**src/rtl/spg_pkg.sv**
```systemverilog
package spg_pkg;
  typedef enum logic {
    SPG_DIR_NEG = 1'b0,
    SPG_DIR_POS = 1'b1
  } spg_dir_e;
endpackage

```
**src/rtl/spg_rate_clamp.sv**
```systemverilog
module spg_rate_clamp #(
  parameter int ACC_W       = 32,
  parameter int CLK_HZ      = 25_000_000,
  parameter int MAX_STEP_HZ = 1_500_000
) (
  input  logic              clk,
  input  logic              rst,
  input  logic              en_i,
  input  logic [ACC_W-1:0]  rate_i,
  output logic              active_o,
  output spg_pkg::spg_dir_e tgt_dir_o,
  output logic [ACC_W-1:0]  inc_o
);
  localparam longint unsigned LIMIT_L =
    (longint'(MAX_STEP_HZ) << ACC_W) / longint'(CLK_HZ);
  localparam logic [ACC_W-1:0] LIMIT = LIMIT_L[ACC_W-1:0];

  logic             is_neg;
  logic [ACC_W-1:0] mag;

  always_comb begin
    is_neg    = rate_i[ACC_W-1];
    mag       = is_neg ? (~rate_i + 1'b1) : rate_i;
    inc_o     = (mag > LIMIT) ? LIMIT : mag;
    active_o  = en_i && (mag != '0);
    tgt_dir_o = is_neg ? spg_pkg::SPG_DIR_NEG : spg_pkg::SPG_DIR_POS;
  end

  assert_clamp_R5: assert property (@(posedge clk) disable iff (rst)
    inc_o <= LIMIT);
endmodule

```
**src/rtl/spg_phase_acc.sv**
```systemverilog
module spg_phase_acc #(
  parameter int ACC_W = 32
) (
  input  logic              clk,
  input  logic              rst,
  input  logic              active_i,
  input  spg_pkg::spg_dir_e tgt_dir_i,
  input  logic [ACC_W-1:0]  inc_i,
  output logic              pulse_o,
  output spg_pkg::spg_dir_e dir_o,
  output logic              at_rest_o,
  output logic              fall_o
);
  localparam int MSB = ACC_W - 1;

  logic [ACC_W-1:0]  acc_q, acc_n;
  logic [ACC_W-1:0]  hold_q;
  spg_pkg::spg_dir_e dir_n;
  logic              in_high;

  always_comb begin
    in_high = !acc_q[MSB];
    acc_n   = acc_q;
    dir_n   = dir_o;
    if (active_i) begin
      if (in_high && (dir_o != tgt_dir_i)) begin
        dir_n = tgt_dir_i;
      end else begin
        acc_n = acc_q + inc_i;
      end
    end else if (!in_high) begin
      acc_n = acc_q + hold_q;
    end else begin
      acc_n = '0;
    end
    fall_o = in_high && acc_n[MSB];
  end

  always_ff @(posedge clk) begin
    if (rst) begin
      acc_q     <= '0;
      hold_q    <= '0;
      dir_o     <= spg_pkg::SPG_DIR_POS;
      pulse_o   <= 1'b1;
      at_rest_o <= 1'b1;
    end else begin
      acc_q     <= acc_n;
      dir_o     <= dir_n;
      pulse_o   <= !acc_n[MSB];
      at_rest_o <= !active_i && !acc_n[MSB];
      if (active_i) hold_q <= inc_i;
    end
  end

  assert_dir_high_R3: assert property (@(posedge clk) disable iff (rst)
    !$stable(dir_o) |-> (pulse_o && $past(pulse_o)));
  assert_rest_high_R6: assert property (@(posedge clk) disable iff (rst)
    at_rest_o |-> pulse_o);
  assert_min_half_R5: assert property (@(posedge clk) disable iff (rst)
    $fell(pulse_o) |-> $past(pulse_o, 2));
endmodule

```
**src/rtl/spg_step_counter.sv**
```systemverilog
module spg_step_counter #(
  parameter int CNT_W = 32
) (
  input  logic              clk,
  input  logic              rst,
  input  logic              fall_i,
  input  spg_pkg::spg_dir_e dir_i,
  output logic [CNT_W-1:0]  count_o
);
  always_ff @(posedge clk) begin
    if (rst) begin
      count_o <= '0;
    end else if (fall_i) begin
      if (dir_i == spg_pkg::SPG_DIR_POS) count_o <= count_o + 1'b1;
      else                               count_o <= count_o - 1'b1;
    end
  end
endmodule

```
**src/rtl/step_pulse_gen.sv**
```systemverilog
module step_pulse_gen #(
  parameter int ACC_W       = 32,
  parameter int CNT_W       = 32,
  parameter int CLK_HZ      = 25_000_000,
  parameter int MAX_STEP_HZ = 1_500_000
) (
  input  logic             clk,
  input  logic             rst,
  input  logic             en_i,
  input  logic [ACC_W-1:0] rate_i,
  output logic             step_o,
  output logic             dir_o,
  output logic             at_rest_o,
  output logic [CNT_W-1:0] step_count_o
);
  logic              active;
  logic              fall;
  logic [ACC_W-1:0]  inc;
  spg_pkg::spg_dir_e tgt_dir;
  spg_pkg::spg_dir_e dir_e;

  spg_rate_clamp #(
    .ACC_W(ACC_W), .CLK_HZ(CLK_HZ), .MAX_STEP_HZ(MAX_STEP_HZ)
  ) u_clamp (
    .clk(clk), .rst(rst), .en_i(en_i), .rate_i(rate_i),
    .active_o(active), .tgt_dir_o(tgt_dir), .inc_o(inc)
  );

  spg_phase_acc #(.ACC_W(ACC_W)) u_acc (
    .clk(clk), .rst(rst), .active_i(active), .tgt_dir_i(tgt_dir),
    .inc_i(inc), .pulse_o(step_o), .dir_o(dir_e),
    .at_rest_o(at_rest_o), .fall_o(fall)
  );

  spg_step_counter #(.CNT_W(CNT_W)) u_cnt (
    .clk(clk), .rst(rst), .fall_i(fall), .dir_i(dir_e),
    .count_o(step_count_o)
  );

  assign dir_o = (dir_e == spg_pkg::SPG_DIR_POS);

  assert_count_up_R4: assert property (@(posedge clk) disable iff (rst)
    ($fell(step_o) && dir_o) |-> (step_count_o == $past(step_count_o) + 1'b1));
  assert_count_down_R4: assert property (@(posedge clk) disable iff (rst)
    ($fell(step_o) && !dir_o) |-> (step_count_o == $past(step_count_o) - 1'b1));
  assert_count_hold_R4: assert property (@(posedge clk) disable iff (rst)
    !$fell(step_o) |-> $stable(step_count_o));
endmodule

```
**config.mk**
```make
export PLATFORM = sky130hd
export DESIGN_NAME = step_pulse_gen
export DESIGN_NICKNAME = d
export VERILOG_FILES = /design/src/rtl/spg_pkg.sv /design/src/rtl/spg_rate_clamp.sv /design/src/rtl/spg_phase_acc.sv /design/src/rtl/spg_step_counter.sv /design/src/rtl/step_pulse_gen.sv
export SDC_FILE = /design/constraint.sdc
export NUM_CORES = 1
export LEC_CHECK = 0
export ABC_CLOCK_PERIOD_IN_PS = 6700
export BUFFER_PORTS_ARGS = -buffer_cell sky130_fd_sc_hd__buf_2
export CAP_MARGIN = 15
export CORE_UTILIZATION = 45
export CTS_CLUSTER_SIZE = 28
export DETAILED_ROUTE_END_ITERATION = 10
export SKIP_CTS_REPAIR_TIMING = 1
export SYNTH_ARGS = -nofsm -noshare
export SYNTH_HDL_FRONTEND = slang
export SYNTH_SLANG_ARGS = --single-unit
```
**constraint.sdc**
```tcl
create_clock -name clk -period 6.7 [get_ports clk]
set_input_delay 0 -clock clk [delete_from_list [all_inputs] [get_ports clk]]
set_output_delay 0 -clock clk [all_outputs]
set_load 0.01 [all_outputs]
```
* Word-level counts from Yosys, hierarchy flattened
Index checks and enable logic that the tools add are counted.
** Word-level totals
- Register bits :: 99
- Word-level logic and storage cells :: 32
- Input port bits :: 35
** Cells by class
- Mux-type cells :: 7
- Reduce and logical (&&, ||, !) cells :: 9
- Bitwise operators :: 1
- Add/sub/neg operators :: 5
- Equal/unequal tests :: 2
- Order comparisons :: 1
** Operators with widths (number)
- $mux 32 :: 6
- $add 32x1->32 const B :: 2
- $add 32x32->32 :: 2
- $gt 32x28->1 const B :: 1
- $not 32->32 :: 1
- $reduce_bool 32->1 :: 1
- $sub 32x1->32 const B :: 1
- $logic_and 1x1->1 :: 4
- $logic_not 1->1 :: 3
- $ne 2x2->1 const B :: 1
- $reduce_and 2->1 :: 1
- $mux 1 :: 1
- $ne 1x1->1 :: 1

* Logic depth before layout (Yosys ltp)
Gate-level depths: netlist of run 1.
- Depth after elaboration :: 10
- Gate-level depth with buffers :: 27
- Mapped depth without buffers :: 22

* By module
Synthesis of run 1 repeated with hierarchy kept, for this count alone.
** Second synthesis, totals
- Cells, all modules :: 1402
- Area total of the unflattened synthesis :: 10804.1 um^2
** Modules (own cells, without submodules)
- spg_phase_acc :: area each 6004.5 um^2, cells an instance 758, times used 1
- spg_step_counter :: area each 2860.2 um^2, cells an instance 351, times used 1
- spg_rate_clamp :: area each 1939.4 um^2, cells an instance 293, times used 1

* Worst setup path after synthesis of run 1
OpenSTA, ideal clock, no wires.
- Path type :: input -> register
- Start :: input port rate_i[0]
- End :: register u_cnt.count_o[27]
- Setup slack :: 1.141 ns
- Data arrival time :: 5.425 ns
- Required time :: 6.566 ns
- Cell stages on the path :: 24
- Cells stage by stage :: clkbuf_1 > inv_1 > ha_1 > or4b_1 > buf_2 > o41ai_2 > xor2_1 > nor3b_1 > nor3b_1 > o41ai_1 > o31ai_1 > clkbuf_1 > clkbuf_1 > nor2_1 > ha_1 > a21oi_1 > o21ai_0 > a211oi_1 > nand3_1 > a211oi_1 > or4_1 > buf_2 > a2111oi_0 > or4_1
** On the way
- Longest elaborated chain between the ends :: 9
** RTL lines
- from (decl) :: line step_pulse_gen.sv:10 : input logic [ACC_W-1:0] rate_i,
- $not 32->32 :: line spg_rate_clamp.sv:23 : mag = is_neg ? (~rate_i + 1'b1) : rate_i;
- $add 32x1->32 :: line spg_rate_clamp.sv:23
- $mux 32 (*) :: line spg_rate_clamp.sv:23
- $gt 32x28->1 :: line spg_rate_clamp.sv:24 : inc_o = (mag > LIMIT) ? LIMIT : mag;
- $mux 32 (*) :: line spg_rate_clamp.sv:24
- named net inc[17] :: line step_pulse_gen.sv:18 : logic [ACC_W-1:0] inc;
- $add 32x32->32 (*) :: line spg_phase_acc.sv:29 : acc_n = acc_q + inc_i;
- $mux 32 (*) :: line spg_phase_acc.sv:26 : if (in_high && (dir_o != tgt_dir_i)) begin
- $mux 32 (*) :: line spg_phase_acc.sv:25 : if (active_i) begin
- $logic_and 1x1->1 (*) :: line spg_phase_acc.sv:36 : fall_o = in_high && acc_n[MSB];
- to (signal assigned) :: line spg_step_counter.sv:14 : if (dir_i == spg_pkg::SPG_DIR_POS) count_o <= count_o + 1'b1;
- to (signal assigned) :: line spg_step_counter.sv:15 : else count_o <= count_o - 1'b1;
- to (decl) :: line spg_step_counter.sv:8 : output logic [CNT_W-1:0] count_o
Mark *: on every way through the listed nets, which the timed path passes. The rest lies on a longest branch. The select of a mux whose other input is x is not followed.
A chain may end at the register's enable or synchronous reset.

* Final worst setup path of run 1
Ends and elaborated chain as after synthesis.

==> results of run 1 <==
cell type report:
| class | count | area share [%] |
|---|---|---|
| clock inverters | 7 | 0.9596 |
| repair buffers | 95 | 4.981 |
| clock buffers | 9 | 2.056 |
| flip-flops and latches | 99 | 18.09 |
| well taps | 280 | 3.199 |
| inverters | 35 | 1.199 |
| multi-input cells | 1145 | 69.51 |
metal layers:
metal | GRT usage (%) | routed length [um] | up-vias
li1 | - | - | 5078
met5 | 0 | 0 | -
met3 | 1.958 | 1095 | 27
met4 | 5.700 | 340 | 0
met1 | 33.27 | 13480 | 4604
met2 | 42.50 | 13150 | 227
cell families (layout without fill, tap and decap cells):
| group | count (synthesis) | in the layout | share of synthesized area, % |
|---|---|---|---|
| multiplexers | 9 | 9 | 0.8999 |
| other | 1 | 3 | 0.03746 |
| buffers and inverters | 111 | 146 | 4.450 |
| XOR/XNOR | 100 | 100 | 8.749 |
| AO/OA/AOI/OAI | 451 | 451 | 29.61 |
| AND/OR/NAND/NOR | 485 | 485 | 24.11 |
| adder cells (fa/ha/maj) | 97 | 97 | 12.35 |
| flip-flops | 99 | 99 | 19.80 |
through the flow:
stage                     instances  utilization (%)  power, uW  worst slack (ns)  cell area (um2)
final                          1670            50.19       1812            0.7253            10950
after global routing           1670            50.19       1916            0.2348            10950
after CTS                      1669            50.14       1821            0.7719            10940
after detailed placement       1653            48.63       1225            0.3745            10610
after global placement         1653            48.63       1223            0.5223            10610
after floorplan                1355                -       1078             1.141            10020
power groups by stage:
| stage | registers (uW) | logic, uW | clock network [uW] |
|---|---|---|---|
| CTS | 645 | 569 | 607 |
| global placement | 658 | 564 | 0 |
| finish | 645 | 573 | 594 |
| global route | 649 | 636 | 632 |
| detailed placement | 659 | 566 | 0 |
| floorplan | 651 | 427 | 0 |
flip-flops by register name, indices dropped and copies added, names as in the netlist:
name             count
u_acc.acc_q         32
u_acc.hold_q        32
u_cnt.count_o       32
u_acc.at_rest_o      1
u_acc.dir_o          1
u_acc.pulse_o        1
cells in the mapped netlist, types with 7 or more instances:
library cell,instances,area [um2]
a211oi_1,41,307.8
a21o_1,34,255.2
a21oi_1,143,715.7
a31oi_1,31,193.9
buf_2,14,70.07
clkbuf_1,57,214.0
dfxtp_1,99,1982
ha_1,94,1176
inv_1,33,123.9
mux2i_1,9,90.09
nand2_1,140,525.5
nand2b_1,26,162.7
nand3_1,26,130.1
nand3b_1,12,90.09
nand4_1,24,150.1
nor2_1,119,446.7
nor2b_1,8,50.05
nor3_1,36,180.2
nor3b_1,7,52.55
nor4_1,9,56.30
o211ai_1,15,112.6
o21a_1,16,120.1
o21ai_0,68,340.3
o21bai_1,12,90.09
o31ai_1,9,67.56
o41ai_1,11,96.34
or2_2,12,75.07
or3_1,26,162.7
or4_1,9,67.56
xnor2_1,59,516.8
xor2_1,41,359.1
path summary, 6_finish.rpt:
kind / to / depth (start not counted)
max: u_cnt.count_o[27] / 22
min: u_acc.acc_q[5] / 2
max reg2reg: u_acc.acc_q[30] / 11
min reg2reg: u_acc.hold_q[17] / 2
==> impl_metrics.toml, run 1 <==
[run_status]
run_status = "finished, final reports clean"

[yosys]
post_synth_num_cell_types = 77
yosysSeqAreaShare_pct = 19.80
synth_warnings = 0
synthesis.area_per_instance_um2 = 7.399
postSynthCellCount = 1353
ys_ff_latch = 99
synth-edff-count = 0
ys_dominant_reg_cell = "dfxtp_1"
synth_async_sr_flop_share_pct = 0
synthesis.area_mm2 = 0.01001

[power]
power.leakage_uw = 0.004505
clkPwrFrac_pct = 32.8
internal_power_uw = 1176
power.combinational.fraction_pct = 31.6
share_seq_of_total_power_pct = 35.6
pwr_density_mw_per_mm2 = 165.5
vdd.ir_drop.worst_v = 0.00009787
switching_share_pct = 35.08
power.net_switching_uw = 635.8

[timing]
worst_case_headroom_to_the_max_slew_limit_pct = 39.66
grt_setup_unrepaired = "no"
setup_viol_count_final = 0
finalHoldWorstSlack_ns = 0.04916
post-route-period-util_pct = 89.17
layout_min_cycle_time_ns = 5.975
finClkSkew_ns = 0.01460
fmax_mhz = 167.4
timing_worst_slew_pin_value_ns = 0.8823
final-max-slew-violation-count = 0
final-hold-violation-count = 0
tns_ns = 0

[floorplan]
initial_core_util_pct = 45.87
die_y_um = 151.2
coreArea_mm2 = 0.02182
placement_rows = 54
floorplan.die.width_um = 151.2
die-area_mm2 = 0.02285
ioPinCount = 70

[placement]
finalWeightedCongestion = 0.9088
dpl.hpwl_mm = 21.16
port_buffers = 69

[setup_path]
critPathLaunchType = "input pin"
critical_path_start = "rate_i[0]"
critical_path_arrival_ns = 6.21
critPathSlowestCell = "or4b_1"
timing.reg2reg.setup_slack_ns = 2.71
cp_num_buf_inv = 4
timing.critical_path.slowest_cell_delay_ns = 0.63
timing.critical_path.cells = "buf_2 -> inv_1 -> ha_1 -> or4b_1 -> or2_1 -> o41ai_1 -> a21oi_1 -> nor4_1 -> o41ai_1 -> o31ai_4 -> buf_4 -> buf_4 -> nor2_1 -> ha_1 -> a21oi_1 -> o21ai_0 -> a211oi_1 -> nand3_1 -> a211oi_1 -> or4_1 -> a2111oi_0 -> or4_1"
crit_family = "simple AND/OR/NAND/NOR gates"
worst_setup_end_kind = "flop"
highest_net_fanout_along_the_worst_path = 26
worstPathRequired_ns = 6.94
crit-reg2reg-launch = "u_acc.acc_q[0]"
setup.worst_path.class = "input pin to flop"

[finish]
multiInputGateArea_mm2 = 0.007614
layout-area-overhead-vs-synth_pct = 9.411
layout_commonest_cell = "a21oi_1"
fillerInstances = 2197
final_layout_size_suffix_gt1_share_pct = 10.00
antennaDiodeCount = 0
net_total_in_the_final_layout = 1517
final_cell_mix = "a21oi_1 (143), nand2_1 (140), nor2_1 (119), dfxtp_1 (99), ha_1 (94)"
seqCellArea_mm2 = 0.001982

[cts]
cts_made_buffers = 9
ctsHtreeMaxLevel = 3
clock_tree_from_tritoncts = "done"
insertion_delay_ns = 0.36
path_clk_slew_ns = 0.08
clk_root_buffer_cell = "clkbuf_16"
cts.sinks = 99
cts.path.max_buffers = 2

[global_routing]
number_of_global_route_vias_before_repair = 8991
grt_first_pass_wirelength_mm = 45.15
grt_start_max_net_pins = 77
grt_usage_pct = 24.68
number_of_antenna_violations_at_the_first_check_in_global_routing = 0
global_route.overflow_total = 0

[routing]
ant_nets = 0
dr_vias = 9936
detail_route.wirelength_mm = 28.07
drc = 0
wl_per_cell_um = 16.81
routed_via_density = 5.950
drt_pass1_iterations = 5
detail_route.iter0.violations = 478

[run]
drv_cap = 0

[hold_path]
hp-start = "rst"
min_path_type = "input pin to flop"
(Power assumes the default switching activity.)
==> run 2, diff against run 1 <==
Settings changed: BUFFER_PORTS_ARGS -buffer_cell sky130_fd_sc_hd__buf_2 to default, CORE_ASPECT_RATIO from default to 0.75, DONT_BUFFER_PORTS from default to 1.
==> impl_metrics.toml, run 2 (synthesis results as in run 1) <==
[setup_path]
timing.critical_path.slowest_cell_delay_ns = 0.77
setup.worst_path.class = "input pin to flop"
worstPathRequired_ns = 6.99
crit-reg2reg-launch = "u_acc.dir_o"
critPathLaunchType = "input pin"
critical_path_depth = 21
cp_num_buf_inv = 3
critPathSlowestCell = "nor4_4"
critical_path_arrival_ns = 6.23
crit_family = "simple AND/OR/NAND/NOR gates"
timing.critical_path.cells = "inv_1 -> ha_1 -> or4b_1 -> or2_1 -> a21oi_1 -> a21boi_0 -> a221o_1 -> o41ai_1 -> o31ai_4 -> buf_12 -> nand2b_1 -> ha_1 -> nand2_1 -> o21ai_0 -> nand4_1 -> nand3_1 -> a211oi_1 -> nor4_4 -> buf_4 -> nor2_1 -> a211oi_1"
reg2reg_depth = 12
worst_setup_end_kind = "flop"
highest_net_fanout_along_the_worst_path = 42
critical_path_start = "rate_i[0]"

[floorplan]
coreArea_mm2 = 0.02147
die_y_um = 131.2
placement_rows = 46
floorplan.die.width_um = 174.2
ioPinCount = 70
die-area_mm2 = 0.02285
initial_core_util_pct = 46.63

[timing]
worst_case_headroom_to_the_max_slew_limit_pct = 40.25
layout_min_cycle_time_ns = 5.947
finalHoldWorstSlack_ns = -0.01216
grt_setup_unrepaired = "no"
final-hold-violation-count = 2
timing_worst_slew_pin_value_ns = 0.8963
final-max-slew-violation-count = 0
fmax_mhz = 168.1
tns_ns = 0
finClkSkew_ns = 0.01535
setup_viol_count_final = 0
post-route-period-util_pct = 88.77

[finish]
antennaDiodeCount = 0
seqCellArea_mm2 = 0.001982
final_cell_mix = "a21oi_1 (143), nand2_1 (140), nor2_1 (119), dfxtp_1 (99), ha_1 (94)"
layout-area-overhead-vs-synth_pct = 6.524
multiInputGateArea_mm2 = 0.007614
net_total_in_the_final_layout = 1451
layout_top_registers = "u_acc.acc_q x32, u_acc.hold_q x32, u_cnt.count_o x32"
final_layout_size_suffix_gt1_share_pct = 4.985
layout_commonest_cell = "a21oi_1"
fillerInstances = 2135
finish.instance_area_mm2 = 0.01066
final_cells = 1612

[power]
power.leakage_uw = 0.004204
share_seq_of_total_power_pct = 36.9
p_total_uw = 1760
power.combinational.fraction_pct = 30.8
internal_power_uw = 1129
clkPwrFrac_pct = 32.3
switching_share_pct = 35.84
power.net_switching_uw = 630.6
pwr_density_mw_per_mm2 = 165.0
vdd.ir_drop.worst_v = 0.0001487

[placement]
finalWeightedCongestion = 0.8964
numPlacedInstances = 1587
placed_cell_area_mm2 = 0.01025
dpl.hpwl_mm = 21.24
port_buffers = 0

[routing]
drc = 0
detail_route.iter0.violations = 843
dr_vias = 9771
wl_per_cell_um = 18.09
drt_pass1_iterations = 7
routed_via_density = 6.061
detail_route.wirelength_mm = 29.16
ant_nets = 0

[run_status]
violations_in_the_final_reports = "negative hold slack"
run_status = "complete, but fails checks"

[cts]
path_clk_slew_ns = 0.07
cts.sinks = 99
insertion_delay_ns = 0.38
clock_tree_from_tritoncts = "done"
clk_root_buffer_cell = "clkbuf_16"
cts.path.max_buffers = 2
cts_made_buffers = 9
ctsHtreeMaxLevel = 3

[global_routing]
grt_usage_pct = 25.13
number_of_global_route_vias_before_repair = 8619
grt_start_max_net_pins = 109
grt_first_pass_wirelength_mm = 46.73
global_route.overflow_total = 0
number_of_antenna_violations_at_the_first_check_in_global_routing = 0

[hold_path]
worst_hold_path.num_cells = 3
hp-start = "rate_i[23]"
min_path_type = "input pin to flop"

[run]
drv_cap = 0
-- run 2: cell count changes in the layout (fill, tap and decap cells not counted), moves of 2 or more --
cell	delta
clkinv_4	+2
buf_4	-7
buf_2	-68
dlygate4sd3_1	+7
-- run 2: power groups by stage --
stage               Sequential, uW  Combinational (uW)  Clock, uW
floorplan                      651                 427          0
global placement               662                 513          0
detailed placement             663                 514          0
CTS                            649                 518        585
global route                   653                 606        607
finish                         649                 541        569
-- run 2: worst paths after layout --
kind | end | slack, ns
setup reg to reg | u_cnt.count_o[30] | 2.64
hold reg to reg | u_acc.hold_q[3] | 0.46
hold / removal | u_acc.hold_q[23] | -0.01
setup / recovery | u_cnt.count_o[2] | 0.75
-- run 2: routing by layer --
metal  GRT usage, %  part of all wire [%]  wire length [um]
met5              0                     0                 0
met4          4.873                  0.93               271
met3          5.122                   6.2              1798
met2          34.17                    39             11430
met1          39.60                    54             15650
-- run 2: area by class of cell --
cell class | count | share of cell area (%)
Multi-Input combinational cell | 1145 | 71.39
Tap cell | 288 | 3.379
Clock buffer | 9 | 2.112
Timing Repair Buffer | 29 | 2.534
Inverter | 35 | 1.232
Clock inverter | 7 | 0.7626
Sequential cell | 99 | 18.58
-- run 2: worst register-to-register path, stage by stage, from the launching register on --
cell and delay [ns]:
dfxtp_1 0.57, inv_1 0.28, buf_4 0.32, ha_1 0.41
nor2_1 0.07, a21oi_1 0.27, nand3_1 0.22, a2111oi_0 0.72
o211ai_1 0.24, a211oi_1 0.27, o21a_1 0.17, nor3_1 0.05
o41ai_1 0.35
-- run 2: metrics by stage --
step | utilization, % | setup WS, ns
after global placement | 47.74 | 0.6354
after detailed placement | 47.74 | 0.4707
after floorplan | - | 1.141
after CTS | 49.17 | 0.8753
after global routing | 49.67 | 0.3596
final | 49.67 | 0.7527
